`src/rtl/sled_pkg.sv`:
```
package sled_pkg;
    localparam int LO_W  = 16;
    localparam int HI_W  = 8;
    localparam int OUT_W = LO_W + HI_W;

    localparam logic [2:0] IDX_CTRL_A = 3'd0;
    localparam logic [2:0] IDX_CTRL_B = 3'd1;
    localparam logic [2:0] IDX_DATA_L = 3'd2;
    localparam logic [2:0] IDX_DATA_H = 3'd3;
    localparam logic [2:0] IDX_SPARE  = 3'd4;

    typedef enum logic [1:0] {
        ST_IDLE  = 2'd0,
        ST_SHIFT = 2'd1,
        ST_STORE = 2'd2
    } eng_state_e;

    typedef struct packed {
        logic            edge_fall;
        logic [1:0]      hw_sel;
        logic [1:0]      upd_mode;
        logic [3:0]      rate;
        logic [1:0]      grp_en;
        logic [LO_W-1:0] data_lo;
        logic [HI_W-1:0] data_hi;
    } cfg_t;
endpackage

```
`src/rtl/sled_regs.sv`:
```
module sled_regs
    import sled_pkg::*;
(
    input  logic        clk,
    input  logic        rst_n,
    input  logic        bus_en,
    input  logic        bus_wr,
    input  logic [2:0]  bus_addr,
    input  logic [31:0] bus_wdata,
    input  logic        frame_start,
    input  logic        frame_done,
    input  logic        busy,
    output logic [31:0] bus_rdata,
    output cfg_t        cfg,
    output logic        sw_req,
    output logic        sw_rb
);
    typedef struct packed {
        cfg_t        cfg;
        logic [31:0] spare;
        logic        upd_now;
        logic        upd_next;
        logic [31:0] rdata;
    } regs_t;

    regs_t q, d;
    logic  wr, rd, sw_wr;
    logic [31:0] rd_word;

    always_comb begin
        case (bus_addr)
            IDX_CTRL_A: rd_word = {q.upd_now | q.upd_next, 4'b0, q.cfg.edge_fall,
                                   q.cfg.hw_sel, 24'b0};
            IDX_CTRL_B: rd_word = {q.cfg.upd_mode, 3'b0, q.cfg.rate, 21'b0, q.cfg.grp_en};
            IDX_DATA_L: rd_word = {{(32-LO_W){1'b0}}, q.cfg.data_lo};
            IDX_DATA_H: rd_word = {{(32-HI_W){1'b0}}, q.cfg.data_hi};
            IDX_SPARE:  rd_word = q.spare;
            default:    rd_word = 32'b0;
        endcase
    end

    always_comb begin
        d     = q;
        wr    = bus_en & bus_wr;
        rd    = bus_en & ~bus_wr;
        sw_wr = wr && (bus_addr == IDX_CTRL_A) && bus_wdata[31];

        if (wr) begin
            case (bus_addr)
                IDX_CTRL_A: begin
                    d.cfg.edge_fall = bus_wdata[26];
                    d.cfg.hw_sel    = bus_wdata[25:24];
                end
                IDX_CTRL_B: begin
                    d.cfg.upd_mode = bus_wdata[31:30];
                    d.cfg.rate     = bus_wdata[26:23];
                    d.cfg.grp_en   = bus_wdata[1:0];
                end
                IDX_DATA_L: d.cfg.data_lo = bus_wdata[LO_W-1:0];
                IDX_DATA_H: d.cfg.data_hi = bus_wdata[HI_W-1:0];
                IDX_SPARE:  d.spare       = bus_wdata;
                default: ;
            endcase
        end

        if (frame_done) begin
            d.upd_now  = q.upd_next | sw_wr;
            d.upd_next = 1'b0;
        end else if (sw_wr) begin
            if (busy || frame_start) d.upd_next = 1'b1;
            else                     d.upd_now  = 1'b1;
        end

        if (rd) d.rdata = rd_word;
    end

    always_ff @(posedge clk or negedge rst_n) begin
        if (!rst_n) q <= '0;
        else        q <= d;
    end

    assign bus_rdata = q.rdata;
    assign cfg       = q.cfg;
    assign sw_req    = q.upd_now;
    assign sw_rb     = q.upd_now | q.upd_next;
endmodule

```
`src/rtl/sled_refresh.sv`:
```
module sled_refresh #(
    parameter int SLOT_TICKS = 2500000
) (
    input  logic       clk,
    input  logic       rst_n,
    input  logic       auto_en,
    input  logic [1:0] rate,
    input  logic       start,
    output logic       pend
);
    localparam int CNT_W = $clog2(SLOT_TICKS * 20);

    typedef struct packed {
        logic [CNT_W-1:0] cnt;
        logic             pend;
    } tmr_t;

    tmr_t q, d;
    logic [CNT_W-1:0] limit;
    logic tick;

    always_comb begin
        case (rate)
            2'd0:    limit = CNT_W'(SLOT_TICKS * 20 - 1);
            2'd1:    limit = CNT_W'(SLOT_TICKS * 10 - 1);
            2'd2:    limit = CNT_W'(SLOT_TICKS * 5 - 1);
            default: limit = CNT_W'(SLOT_TICKS * 4 - 1);
        endcase
    end

    always_comb begin
        d    = q;
        tick = 1'b0;
        if (!auto_en) begin
            d = '0;
        end else begin
            if (q.cnt >= limit) begin
                d.cnt = '0;
                tick  = 1'b1;
            end else begin
                d.cnt = q.cnt + 1'b1;
            end
            d.pend = tick | (q.pend & ~start);
        end
    end

    always_ff @(posedge clk or negedge rst_n) begin
        if (!rst_n) q <= '0;
        else        q <= d;
    end

    assign pend = q.pend;
endmodule

```
`src/rtl/sled_engine.sv`:
```
module sled_engine
    import sled_pkg::*;
#(
    parameter int HALF_TICKS = 250
) (
    input  logic       clk,
    input  logic       rst_n,
    input  cfg_t       cfg,
    input  logic [1:0] hw_status,
    input  logic       sw_req,
    input  logic       auto_pend,
    output logic       start,
    output logic       done,
    output logic       busy,
    output logic       sh_clk,
    output logic       sh_data,
    output logic       sh_store
);
    localparam int CW     = $clog2(2 * HALF_TICKS + 1);
    localparam int LEFT_W = $clog2(OUT_W + 1);

    typedef struct packed {
        eng_state_e        st;
        logic [OUT_W-1:0]  sreg;
        logic [LEFT_W-1:0] left;
        logic [CW-1:0]     cnt;
        logic              phase;
        logic              edge_fall;
        logic              clk_o;
        logic              data_o;
        logic              store_o;
    } eng_t;

    eng_t q, d;
    logic [LO_W-1:0] lo_eff;
    logic unused_cfg;

    assign unused_cfg = ^{cfg.upd_mode, cfg.rate};

    always_comb begin
        lo_eff = cfg.data_lo;
        if (cfg.hw_sel == 2'b11) lo_eff[1:0] = hw_status;
    end

    always_comb begin
        d     = q;
        start = 1'b0;
        done  = 1'b0;
        case (q.st)
            ST_IDLE: begin
                d.edge_fall = cfg.edge_fall;
                if (sw_req || auto_pend) begin
                    start   = 1'b1;
                    d.cnt   = '0;
                    d.phase = 1'b0;
                    case (cfg.grp_en)
                        2'b11: begin
                            d.sreg = {cfg.data_hi, lo_eff};
                            d.left = LEFT_W'(OUT_W);
                        end
                        2'b01: begin
                            d.sreg = {lo_eff, {HI_W{1'b0}}};
                            d.left = LEFT_W'(LO_W);
                        end
                        2'b10: begin
                            d.sreg = {cfg.data_hi, {LO_W{1'b0}}};
                            d.left = LEFT_W'(HI_W);
                        end
                        default: begin
                            d.sreg = '0;
                            d.left = '0;
                        end
                    endcase
                    d.st = (cfg.grp_en == 2'b00) ? ST_STORE : ST_SHIFT;
                end
            end
            ST_SHIFT: begin
                if (q.cnt == CW'(HALF_TICKS - 1)) begin
                    d.cnt = '0;
                    if (!q.phase) begin
                        d.phase = 1'b1;
                    end else begin
                        d.phase = 1'b0;
                        d.sreg  = {q.sreg[OUT_W-2:0], 1'b0};
                        d.left  = q.left - 1'b1;
                        if (q.left == LEFT_W'(1)) d.st = ST_STORE;
                    end
                end else begin
                    d.cnt = q.cnt + 1'b1;
                end
            end
            ST_STORE: begin
                if (q.cnt == CW'(2 * HALF_TICKS - 1)) begin
                    d.cnt = '0;
                    d.st  = ST_IDLE;
                    done  = 1'b1;
                end else begin
                    d.cnt = q.cnt + 1'b1;
                end
            end
            default: d.st = ST_IDLE;
        endcase

        d.data_o  = (d.st == ST_SHIFT) & d.sreg[OUT_W-1];
        d.clk_o   = ((d.st == ST_SHIFT) & d.phase) ^ d.edge_fall;
        d.store_o = (d.st == ST_STORE);
    end

    always_ff @(posedge clk or negedge rst_n) begin
        if (!rst_n) q <= '0;
        else        q <= d;
    end

    assign busy     = (q.st != ST_IDLE);
    assign sh_clk   = q.clk_o;
    assign sh_data  = q.data_o;
    assign sh_store = q.store_o;
endmodule

```
`src/rtl/sled_shift_out.sv`:
```
module sled_shift_out
    import sled_pkg::*;
#(
    parameter int HALF_TICKS = 250,
    parameter int SLOT_TICKS = 2500000
) (
    input  logic        clk,
    input  logic        rst_n,
    input  logic        bus_en,
    input  logic        bus_wr,
    input  logic [2:0]  bus_addr,
    input  logic [31:0] bus_wdata,
    output logic [31:0] bus_rdata,
    input  logic [1:0]  hw_status,
    output logic        sh_clk,
    output logic        sh_data,
    output logic        sh_store
);
    cfg_t cfg;
    logic sw_req, sw_rb, auto_en, auto_pend;
    logic frame_start, frame_done, eng_busy;

    assign auto_en = cfg.upd_mode[1];

    sled_regs i_regs (
        .clk         (clk),
        .rst_n       (rst_n),
        .bus_en      (bus_en),
        .bus_wr      (bus_wr),
        .bus_addr    (bus_addr),
        .bus_wdata   (bus_wdata),
        .frame_start (frame_start),
        .frame_done  (frame_done),
        .busy        (eng_busy),
        .bus_rdata   (bus_rdata),
        .cfg         (cfg),
        .sw_req      (sw_req),
        .sw_rb       (sw_rb)
    );

    sled_refresh #(.SLOT_TICKS(SLOT_TICKS)) i_refresh (
        .clk     (clk),
        .rst_n   (rst_n),
        .auto_en (auto_en),
        .rate    (cfg.rate[1:0]),
        .start   (frame_start),
        .pend    (auto_pend)
    );

    sled_engine #(.HALF_TICKS(HALF_TICKS)) i_engine (
        .clk       (clk),
        .rst_n     (rst_n),
        .cfg       (cfg),
        .hw_status (hw_status),
        .sw_req    (sw_req),
        .auto_pend (auto_pend),
        .start     (frame_start),
        .done      (frame_done),
        .busy      (eng_busy),
        .sh_clk    (sh_clk),
        .sh_data   (sh_data),
        .sh_store  (sh_store)
    );
endmodule

```
`config.mk`:
```
export PLATFORM = sky130hd
export DESIGN_NAME = sled_shift_out
export DESIGN_NICKNAME = d
export VERILOG_FILES = /design/src/rtl/sled_pkg.sv /design/src/rtl/sled_regs.sv /design/src/rtl/sled_refresh.sv /design/src/rtl/sled_engine.sv /design/src/rtl/sled_shift_out.sv
export SDC_FILE = /design/constraint.sdc
export NUM_CORES = 1
export LEC_CHECK = 0
export BUFFER_PORTS_ARGS = -buffer_cell sky130_fd_sc_hd__buf_2
export CORE_ASPECT_RATIO = 0.9
export CORE_MARGIN = 8
export CORE_UTILIZATION = 60
export DETAILED_ROUTE_END_ITERATION = 8
export GPL_ROUTABILITY_DRIVEN = 0
export PLACE_DENSITY = 0.87
export SETUP_SLACK_MARGIN = 0.05
export SLEW_MARGIN = 5
export SYNTH_ARGS = -nofsm -noshare
export SYNTH_HDL_FRONTEND = slang
export SYNTH_SLANG_ARGS = --single-unit
```
`constraint.sdc`:
```
create_clock -name clk -period 3.3 [get_ports clk]
set_input_delay 0.165 -clock clk [delete_from_list [all_inputs] [get_ports clk]]
set_output_delay 0.165 -clock clk [all_outputs]
set_load 0.05 [all_outputs]
```
Yosys cells after proc, flatten, opt, wreduce, memory -nomap -nowiden
Cells that the tools add are included.
{ "word_totals": {"ff_bits": 173, "output_inout_bits": 35} }
{ "op_classes": {"n_addsub": 3, "n_lt_le_gt_ge": 1, "n_eq_ne": 21, "mux": 31, "bitwise_logic": 11, "reduce_logical": 22} }
{ "ops": {"columns": ["cell", "count"], "rows": [
  ["$pmux W32 S5", 1],
  ["$pmux W29 S3", 1],
  ["$pmux W26 S3", 1],
  ["$mux W31", 2],
  ["$pmux W29 S2", 1],
  ["$mux W41", 1],
  ["$mux W27", 1],
  ["$pmux W9 S3", 1],
  ["$add A26 B1 Y26 const B", 1],
  ["$ge A26 B26 Y1", 1],
  ["$mux W26", 1],
  ["$mux W9", 2],
  ["$reduce_and A2 Y1", 8],
  ["$eq A2 B2 Y1 const B", 6],
  ["$mux W2", 6],
  ["$mux W1", 11],
  ["$add A9 B1 Y9 const B", 1],
  ["$eq A9 B8 Y1 const B", 1],
  ["$eq A9 B9 Y1 const B", 1],
  ["$eq A2 B1 Y1 const B", 4],
  ["$reduce_bool A2 Y1", 4],
  ["$eq A3 B2 Y1 const B", 2],
  ["$logic_not A2 Y1", 3],
  ["$ne A2 B1 Y1 const B", 3],
  ["other kinds (16)", 25]
]} }

Longest topological paths before layout
Gate-level depths: netlist of run 1.
{ "logic_depth": {"depth_word": 8, "ltp_mapped": 11, "depth_no_buf": 9} }

Hierarchy
From an unflattened synthesis of run 1, not the netlist that was laid out.
{ "hier_totals": {"cells_unflattened": 842, "area_unflattened_um2": 9262.6} }
{ "modules_own_cells": {"columns": ["mod", "instances", "cells_each", "area_per_inst_um2", "seq_area_each_um2"], "rows": [
  ["sled_regs", 1, 394, 4987.3, 2527.4],
  ["sled_engine", 1, 268, 2489.9, 1126.1],
  ["sled_refresh", 1, 180, 1785.5, 675.6]
]} }

Worst setup path before layout of run 1
OpenSTA, ideal clock, no wires.
{ "synth_timing": {"path_type": "register to register", "startpoint": "register i_regs.q, in the netlist i_regs.cfg[27]", "endpoint": "register i_refresh.q[19] (netlist bit)", "setup_ns": 0.105, "arrival_ns": 2.356, "required_time_ns": 3.195, "slack_ns": 0.839, "path_stages_with_launch": 12, "path_buffers": 2, "synth_period_minus_slack_ns": 2.461, "path_cell_list": "dfrtp_1 -> inv_1 -> ha_1 -> inv_1 -> ha_1 -> and4_1 -> a21oi_1 -> a211oi_1 -> o311a_1 -> buf_6 -> buf_6 -> nor4b_1"} }
{ "synth_rtl": {"columns": ["element", "line", "rtl"], "rows": [
  ["start, declared", "sled_regs.sv:26", "regs_t q, d;"],
  ["start signal, assigned", "sled_regs.sv:78", "if (!rst_n) q <= '0;"],
  ["start signal, assigned", "sled_regs.sv:79", "else q <= d;"],
  ["end signal, assigned", "sled_refresh.sv:48", "if (!rst_n) q <= '0;"],
  ["end signal, assigned", "sled_refresh.sv:49", "else q <= d;"],
  ["end, declared", "sled_refresh.sv:18", "tmr_t q, d;"]
]} }

==> results.cfg, run 1 <==
[power]
power.density_nw_per_um2 = 664
p_clk_share_pct = 30.4
p_comb_share_pct = 25.9
swShare_pct = 34.8
switching_power_mw = 2.32
p_int_mw = 4.34
p_leak_nw = 4.50
seqPwrFrac_pct = 43.7
peakVddDrop_uv = 586

[placement]
placed_cells = 1039
dp_hpwl_um = 13400
dp_worst_setup_slack_ns = 0.475
io_buffers = 75

[route]
final_antenna_net_count = 0
wl_per_cell_um = 19.1
via_per_inst = 6.15
drt_wl_total_um = 21000
route.detailed.drc = 0
drt_iter0_drc = 637
dr.pass1.iters = 5
vias = 6753

[timing]
tightest_slew_ns = 0.884
rsz0062_at_grt = false
setup_ws_ns = 0.444
whs_ns = 0.0127
slew_headroom_pct = 40.9
finalSetupViolCount = 0
fin_crit_ns = 2.86
finalMaxSlewViolations = 0
hold_viol_final = 0
fin_crit_sh_pct = 86.5
timing.fmax_mhz = 350
fin_skew_ns = 0.0133
tns_ns = 0

[die]
rows = 42
dieArea_um2 = 18900
die_h_um = 131
start_util_pct = 60.8
die_w_um = 144
ioPinCount = 76
core_area_um2 = 14600

[global_route]
grt_antenna_before_repair = 2
overflow = 0
grt_pass1_wl_um = 34900
grt_usage_pct = 23.0
grt_max_degree = 85
grt_pass1_vias = 6999

[cells_and_area]
register_area_um2 = 4330
final_nets = 955
multi_input_area_um2 = 3990
syn_to_final_growth_pct = 13.3
fillers = 971
fin_cells = 1098
drive_gt1_share_pct = 24.4

[min_path]
hold_class = primary input to flop
holdPathStages = 2

[critical_path]
crit_path_end_kind = flop
arrival_ns = 3.17
cp_cell_sequence = inv_1 -> ha_1 -> inv_1 -> ha_1 -> and4_1 -> a21oi_1 -> a211oi_1 -> o311a_1 -> buf_4 -> nor4b_1
crit_slowest_cell = o311a_1
critPathMaxFanout = 9
cp.required_ns = 3.61
start_kind = flop
rr_worst_depth = 10
max_stage_delay_ns = 0.52
path_class = flop to flop

[synth]
synth_ff_type = dfrtp_1
synth-async-reset-ratio_pct = 100
synth_area_leader_cell = dfrtp_1
synth_seq_area_share_pct = 48.9
synth_largest_type_area_fraction_pct = 48.9
netlist-cell-type-count = 66
synth_area_per_cell_um2 = 10.8
netlist_instances = 819
synthTopCellsByArea = dfrtp_1 49%, mux2_2 9.2%, ha_1 4.1%, nand2_1 3.7%, buf_4 2.9%
synth.net_count = 889
synth-seq-cells = 173
synth-edff-count = 0
syn-cell-area_um2 = 8850
ys_warn_count = 0

[cts]
clk_pin_slew_ns = 0.08
root_buffer = clkbuf_16
cts_sinks = 173
clock_latency_ns = 0.44
cts_hold_buf = 25
clockBufferDepth = 2
cts_tree = built
postCtsSetupBuffers = 0
cts_max_level = 4
cts_buffers = 17
postCtsResizedCells = 0

[run]
drv_cap = 0

[status]
outcome = complete, no violations
-- path summary, 6_finish.rpt --
path | startpoint | endpoint | slack, ns
min reg2reg | i_regs.bus_rdata[30] | i_regs.bus_rdata[30] | 0.47
min in group asynchronous | rst_n | i_refresh.q[5] | 0.29
max in group asynchronous | rst_n | i_regs.cfg[5] | 2.19
max | i_regs.cfg[27] | i_refresh.q[19] | 0.44
min | bus_wdata[2] | i_regs.cfg[10] | 0.01
max reg2reg | i_regs.cfg[27] | i_refresh.q[19] | 0.44
-- power by group through the flow --
stage	clock network [mW]	registers, mW	logic [mW]
detailed placement	0	2.92	1.65
floorplan	0	2.84	1.29
global placement	0	2.90	1.59
CTS	2.03	2.89	1.71
finish	2.02	2.91	1.73
global route	2.13	2.96	1.90
-- state kept, by name (all words and copies together), names as in the netlist --
| name | cells |
|---|---|
| i_engine.q | 42 |
| i_engine.sh_clk | 1 |
| i_engine.sh_data | 1 |
| i_engine.sh_store | 1 |
| i_refresh.pend | 1 |
| i_refresh.q | 26 |
| i_regs.bus_rdata | 32 |
| i_regs.cfg | 35 |
| i_regs.q | 33 |
| i_regs.sw_req | 1 |
-- cells in the mapped netlist (2+ instances only) --
master,count
a22oi_1,25
and4_2,2
a21oi_1,12
a21o_1,6
and3_1,7
buf_4,34
nand4bb_1,2
a211oi_1,7
buf_6,6
nand4_1,6
nand3_2,2
buf_2,13
ha_1,29
o31ai_1,3
nor3_1,21
a311oi_1,2
nor2_1,56
nor2b_1,8
xnor2_1,22
inv_1,20
mux2_2,72
nor4_4,2
nand2_1,87
a31oi_1,19
a221oi_1,7
mux2i_1,6
xor2_1,3
nand2b_1,7
nand3_1,15
dfrtp_1,173
and4_1,4
mux2_1,3
o21ai_0,42
nor3b_2,2
nor4b_1,10
nor4b_2,5
or3_1,3
clkbuf_1,19
o211ai_1,2
a22o_1,24
nor4_1,6
-- layout make-up --
cell class / count / area share (%)
diodes: 2 / 0.0499
clock buffers: 17 / 4.24
clock inverters: 15 / 1.70
inverters: 20 / 0.748
multi-input cells: 553 / 39.7
flip-flops and latches: 173 / 43.1
well taps: 198 / 2.47
repair buffers: 120 / 7.92
-- layer usage --
metal,wire [um],GRT usage [%],up-vias
li1,-,-,3069
met1,8640,28.5,3376
met2,10600,38.1,260
met3,1180,4.63,48
met4,563,10.1,0
met5,0,0,-
-- cells in the final DEF, fill, tap and decap left out, drive strengths merged, types with 13 or more instances in the layout --
cell and count:
dfrtp 173, buf 95, nand2 87, mux2 75, nor2 56, o21ai 44, ha 29, inv 29
a22oi 25, dlygate4sd3 25, a22o 24, xnor2 22, nor3 22, a31oi 19, clkbuf 17, nand3 17
nor4b 15, a21oi 13
-- cells by family after synthesis --
group / synth area share (%)
AO/OA/AOI/OAI: 12.7
buffers and inverters: 6.08
adder cells (fa/ha/maj): 4.10
multiplexers: 10.2
flip-flops: 48.9
XOR/XNOR: 2.47
AND/OR/NAND/NOR: 15.5
-- per-stage QoR --
stage	cell area, um2	power, mW	utilization, %
finish	10000	6.66	68.9
global route	10000	6.99	68.9
CTS	10000	6.63	68.9
detailed placement	9180	4.58	63.1
global placement	9180	4.49	63.1
floorplan	8850	4.14	-
-- critical path, delay by kind of cell (launching register included) --
| family | cells | cell delay (ns) |
|---|---|---|
| compound gates | 3 | 0.74 |
| fa+ha+maj | 2 | 0.60 |
| buf+inv | 3 | 0.42 |
| flops | 1 | 0.42 |
| simple gates | 2 | 0.54 |
Power figures use the tool's default switching activity.
==> run 2, diff against run 1 <==
==> constraint.sdc (replaced) <==
create_clock -name clk -period 2.68 [get_ports clk]
set_input_delay 0.134 -clock clk [delete_from_list [all_inputs] [get_ports clk]]
set_output_delay 0.134 -clock clk [all_outputs]
set_load 0.05 [all_outputs]
==> run 2 against run 1 <==
Net effect: first-iteration DRC count up 0.94%; die area unchanged; worst setup slack lost 0.36 ns; combinational power up 29%; cell count increased by 1.3%; count of clock-buffer cells in the layout up 4; largest cell class unchanged; clock power is 24% higher; global-route usage increased by 1.7 points; wire length is 10% higher; sequential power grew 23%; total power is 25% higher; fmax up 10%.
==> results.cfg, run 2 (same netlist as run 1, synthesis figures left out) <==
[route]
route.detailed.drc = 0
drt_iter0_drc = 643
final_antenna_net_count = 0
dr.pass1.iters = 6
wl_per_cell_um = 20.8
via_per_inst = 6.32
vias = 7029
drt_wl_total_um = 23200

[timing]
fin_skew_ns = 0.00830
finalSetupViolCount = 0
rsz0062_at_grt = true
timing.fmax_mhz = 386
slew_headroom_pct = 41.8
tightest_slew_ns = 0.873
finalMaxSlewViolations = 0
fin_crit_sh_pct = 96.7
hold_viol_final = 0
fin_crit_ns = 2.59
tns_ns = 0

[cells_and_area]
final_area_um2 = 10300
register_area_um2 = 4330
largest_register_ff_count = 42
syn_to_final_growth_pct = 16.7
final_nets = 970
fillers = 923
final_common_cell = dfrtp_1
drive_gt1_share_pct = 26.7
multi_input_area_um2 = 4100
layout_common_cells = 173 x dfrtp_1, 87 x nand2_1, 74 x buf_2, 72 x mux2_2, 56 x nor2_1
top_register = i_engine.q

[die]
core_area_um2 = 14600
die_w_um = 144
ioPinCount = 76
rows = 42
dieArea_um2 = 18900
die_h_um = 131
start_util_pct = 60.8

[cts]
clockBufferDepth = 2
cts_buffers = 17
clk_pin_slew_ns = 0.07
cts_tree = built
cts_sinks = 173
root_buffer = clkbuf_16
cts_max_level = 4
clock_latency_ns = 0.43

[critical_path]
arrival_ns = 2.92
cp.required_ns = 3.01
crit_path_end_kind = flop
max_stage_delay_ns = 0.51
critPathMaxFanout = 6
crit_slowest_cell = o311a_2
cp_cell_sequence = buf_4 -> ha_2 -> ha_1 -> and4_1 -> a21oi_1 -> a211oi_1 -> o311a_2 -> buf_12 -> nor4b_2
cp_top_family = compound AO/OA/AOI/OAI gates
path_class = flop to flop
worstPathBufferInverterCount = 2
start_kind = flop

[global_route]
grt_max_degree = 75
grt_antenna_before_repair = 0
grt_pass1_wl_um = 37400
grt_usage_pct = 24.7
grt_pass1_vias = 7397
overflow = 0

[placement]
dpl_cell_area_um2 = 9230
io_buffers = 75
dp_hpwl_um = 14000

[power]
p_leak_nw = 4.60
p_total_mw = 8.33
power.density_nw_per_um2 = 806
peakVddDrop_uv = 650

[status]
outcome = complete, no violations

[run]
drv_cap = 0

[min_path]
hold_class = primary input to flop
-- run 2: path summary, 6_finish.rpt --
path | endpoint | slack (ns) | from | cells past startpoint
max | i_refresh.q[23] | 0.09 | i_regs.cfg[26] | 9
min in group asynchronous | i_engine.q[10] | 0.29 | rst_n | 2
min reg2reg | i_regs.bus_rdata[29] | 0.47 | i_regs.bus_rdata[29] | 2
min | i_regs.cfg[31] | 0.04 | bus_wdata[31] | 2
max in group asynchronous | i_engine.q[40] | 1.57 | rst_n | 3
max reg2reg | i_refresh.q[23] | 0.09 | i_regs.cfg[26] | 9
-- run 2: layout make-up --
| class | instances | share of cell area [%] |
|---|---|---|
| clock buffers | 21 | 4.55 |
| well taps | 198 | 2.40 |
| flip-flops and latches | 173 | 41.9 |
| inverters | 20 | 0.727 |
| diodes | 1 | 0.0242 |
| multi-input cells | 553 | 39.7 |
| repair buffers | 135 | 9.41 |
| clock inverters | 11 | 1.28 |
-- run 2: metrics by stage --
| stage | setup WS, ns | hold WS [ns] | util [%] | cells |
|---|---|---|---|---|
| finish | 0.0884 | 0.0399 | 71.0 | 1112 |
| global route | 0.00441 | 0.0361 | 70.9 | 1111 |
| CTS | 0.0838 | 0.00157 | 70.0 | 1108 |
| detailed placement | -0.0716 | 0.206 | 63.4 | 1043 |
| global placement | 0.122 | 0.202 | 63.4 | 1043 |
| floorplan | 0.219 | -0.162 | - | 819 |
-- run 2: timing repair --
item,in CTS,in global routing
hold endpoints to repair,130,2
pin swaps,1,3
endpoints found under the setup margin,20,22
resized for setup,5,16
buffers inserted,2,0
hold buffers,31,1
gates cloned,0,2
-- run 2: report_power, final --
part	internal, mW	switching, mW
sequential	3.16	0.438
combinational	0.910	1.32
clock	1.46	1.05
total	5.52	2.80
-- run 2: per-layer routing --
layer  wire (um)  up-vias  global-route usage, %
met2       12000      328                   41.6
li1            -     3092                      -
met1        8820     3519                   28.9
met4         871        0                   12.5
met5           0        -                      0
met3        1510       90                   5.76
==> run 3, diff against run 2 <==
--- a/config.mk
+++ b/config.mk
@@ -7,11 +7,10 @@
 export LEC_CHECK = 0
 export BUFFER_PORTS_ARGS = -buffer_cell sky130_fd_sc_hd__buf_2
 export CORE_ASPECT_RATIO = 0.9
-export CORE_MARGIN = 8
 export CORE_UTILIZATION = 60
 export DETAILED_ROUTE_END_ITERATION = 8
 export GPL_ROUTABILITY_DRIVEN = 0
-export PLACE_DENSITY = 0.87
+export PLACE_DENSITY = 0.82
 export SETUP_SLACK_MARGIN = 0.05
 export SLEW_MARGIN = 5
 export SYNTH_ARGS = -nofsm -noshare
==> run 3 against run 2 <==
Net effect: fmax fell by 1.8%; first-iteration DRC count shrank 4.8%; hold slack lost 0.015 ns.
==> results.cfg, run 3 (same netlist as run 1, synthesis figures left out) <==
[route]
wl_per_cell_um = 18.8
final_antenna_net_count = 0
via_per_inst = 6.09
dr.pass1.iters = 7
drt_wl_total_um = 20800
route.detailed.drc = 0
drt_iter0_drc = 612
vias = 6732

[cts]
clk_pin_slew_ns = 0.07
clock_latency_ns = 0.44
cts_max_level = 4
cts_sinks = 173
root_buffer = clkbuf_16
cts_tree = built
clockBufferDepth = 2
cts_buffers = 17

[run]
drv_cap = 0

[placement]
dp_worst_setup_slack_ns = -0.0583
dp_hpwl_um = 13100
io_buffers = 75

[die]
dieArea_um2 = 15200
die_w_um = 130
die_h_um = 117
rows = 41
core_area_um2 = 14200
start_util_pct = 62.3
ioPinCount = 76

[critical_path]
crit_path_end_kind = flop
start_kind = flop
cp.required_ns = 3.00
path_class = flop to flop
arrival_ns = 2.96
critPathMaxFanout = 10
crit_start = i_regs.cfg[26]
reg2reg_from = i_regs.cfg[26]

[status]
outcome = complete, no violations

[timing]
setup_ws_ns = 0.0404
fin_crit_ns = 2.64
fin_skew_ns = 0.0159
rsz0062_at_grt = true
finalSetupViolCount = 0
fin_crit_sh_pct = 98.5
tightest_slew_ns = 0.858
hold_viol_final = 0
slew_headroom_pct = 42.8
finalMaxSlewViolations = 0
timing.fmax_mhz = 379

[global_route]
grt_max_degree = 75
grt_antenna_before_repair = 1
grt_usage_pct = 28.3
grt_pass1_wl_um = 33100
overflow = 0
grt_pass1_vias = 6730

[cells_and_area]
largest_register_ff_count = 42
final_util_pct = 71.8
top_register = i_engine.q
layout_common_cells = 173 x dfrtp_1, 87 x nand2_1, 74 x buf_2, 72 x mux2_2, 56 x nor2_1
final_common_cell = dfrtp_1
drive_gt1_share_pct = 25.8
syn_to_final_growth_pct = 15.3
final_nets = 969
fillers = 937
register_area_um2 = 4330
multi_input_area_um2 = 4060

[power]
peakVddDrop_uv = 586
p_leak_nw = 4.58
p_total_mw = 8.19
power.density_nw_per_um2 = 803

[min_path]
min-delay-start = bus_wdata[31]
hold_class = primary input to flop
[run 3: worst max-delay path, stage by stage (launching register included)]
cell,delay (ns)
dfrtp_1,0.37
inv_1,0.13
ha_4,0.32
inv_1,0.06
ha_1,0.29
and4_1,0.22
a21oi_1,0.17
a211oi_1,0.09
o311a_1,0.38
buf_4,0.19
o31a_1,0.29
[run 3: per-layer routing]
layer  share of wire, %  vias to the layer above  GRT usage, %  wire, um
met5                  0                        -             0         0
li1                   -                     3113             -         -
met4                2.9                        0          13.3       596
met2                 50                      195          47.0     10400
met1                 43                     3377          35.8      8880
met3                4.3                       47          5.64       891
[run 3: worst paths after layout]
check / endpoint / slack, ns / depth (start not counted)
hold reg to reg: i_regs.bus_rdata[18] / 0.48 / 2
hold / removal: i_regs.q[65] / 0.03 / 2
max in group asynchronous: i_engine.q[18] / 1.58 / 3
setup / recovery: i_refresh.pend / 0.04 / 10
min in group asynchronous: i_engine.sh_clk / 0.28 / 2
setup reg to reg: i_refresh.pend / 0.04 / 10
[run 3: power by group]
part | internal (mW) | leakage (nW) | switching, mW
clock network | 1.24 | 0.279 | 1.17
logic | 0.919 | 2.06 | 1.30
registers | 3.15 | 2.24 | 0.412
total | 5.31 | 4.58 | 2.88
[run 3: repair_timing]
action | in CTS | in global routing
hold endpoints to repair | 132 | 0
gates resized for setup | 8 | 5
hold buffers | 32 | 0
pin swaps | 0 | 1
endpoints found under the setup margin | 15 | 27
buffers inserted | 2 | 0
[run 3: cell type report]
| class | count | share of cell area (%) |
|---|---|---|
| diodes | 1 | 0.0245 |
| clock inverters | 15 | 1.45 |
| multi-input cells | 553 | 39.8 |
| clock buffers | 17 | 4.17 |
| well taps | 193 | 2.37 |
| inverters | 20 | 0.736 |
| repair buffers | 134 | 9.02 |
| flip-flops and latches | 173 | 42.4 |
[run 3: per-stage QoR]
step	hold slack (ns)	instance area, um2	setup TNS (ns)	instances
2_1_floorplan	-0.162	8850	0	819
3_5_place_dp	0.198	9210	-0.0986	1039
6_report	0.0250	10200	0	1106
3_3_place_gp	0.198	9210	0	1039
5_1_grt	0.0155	10200	-0.288	1106
4_1_cts	0.0112	10200	0	1105
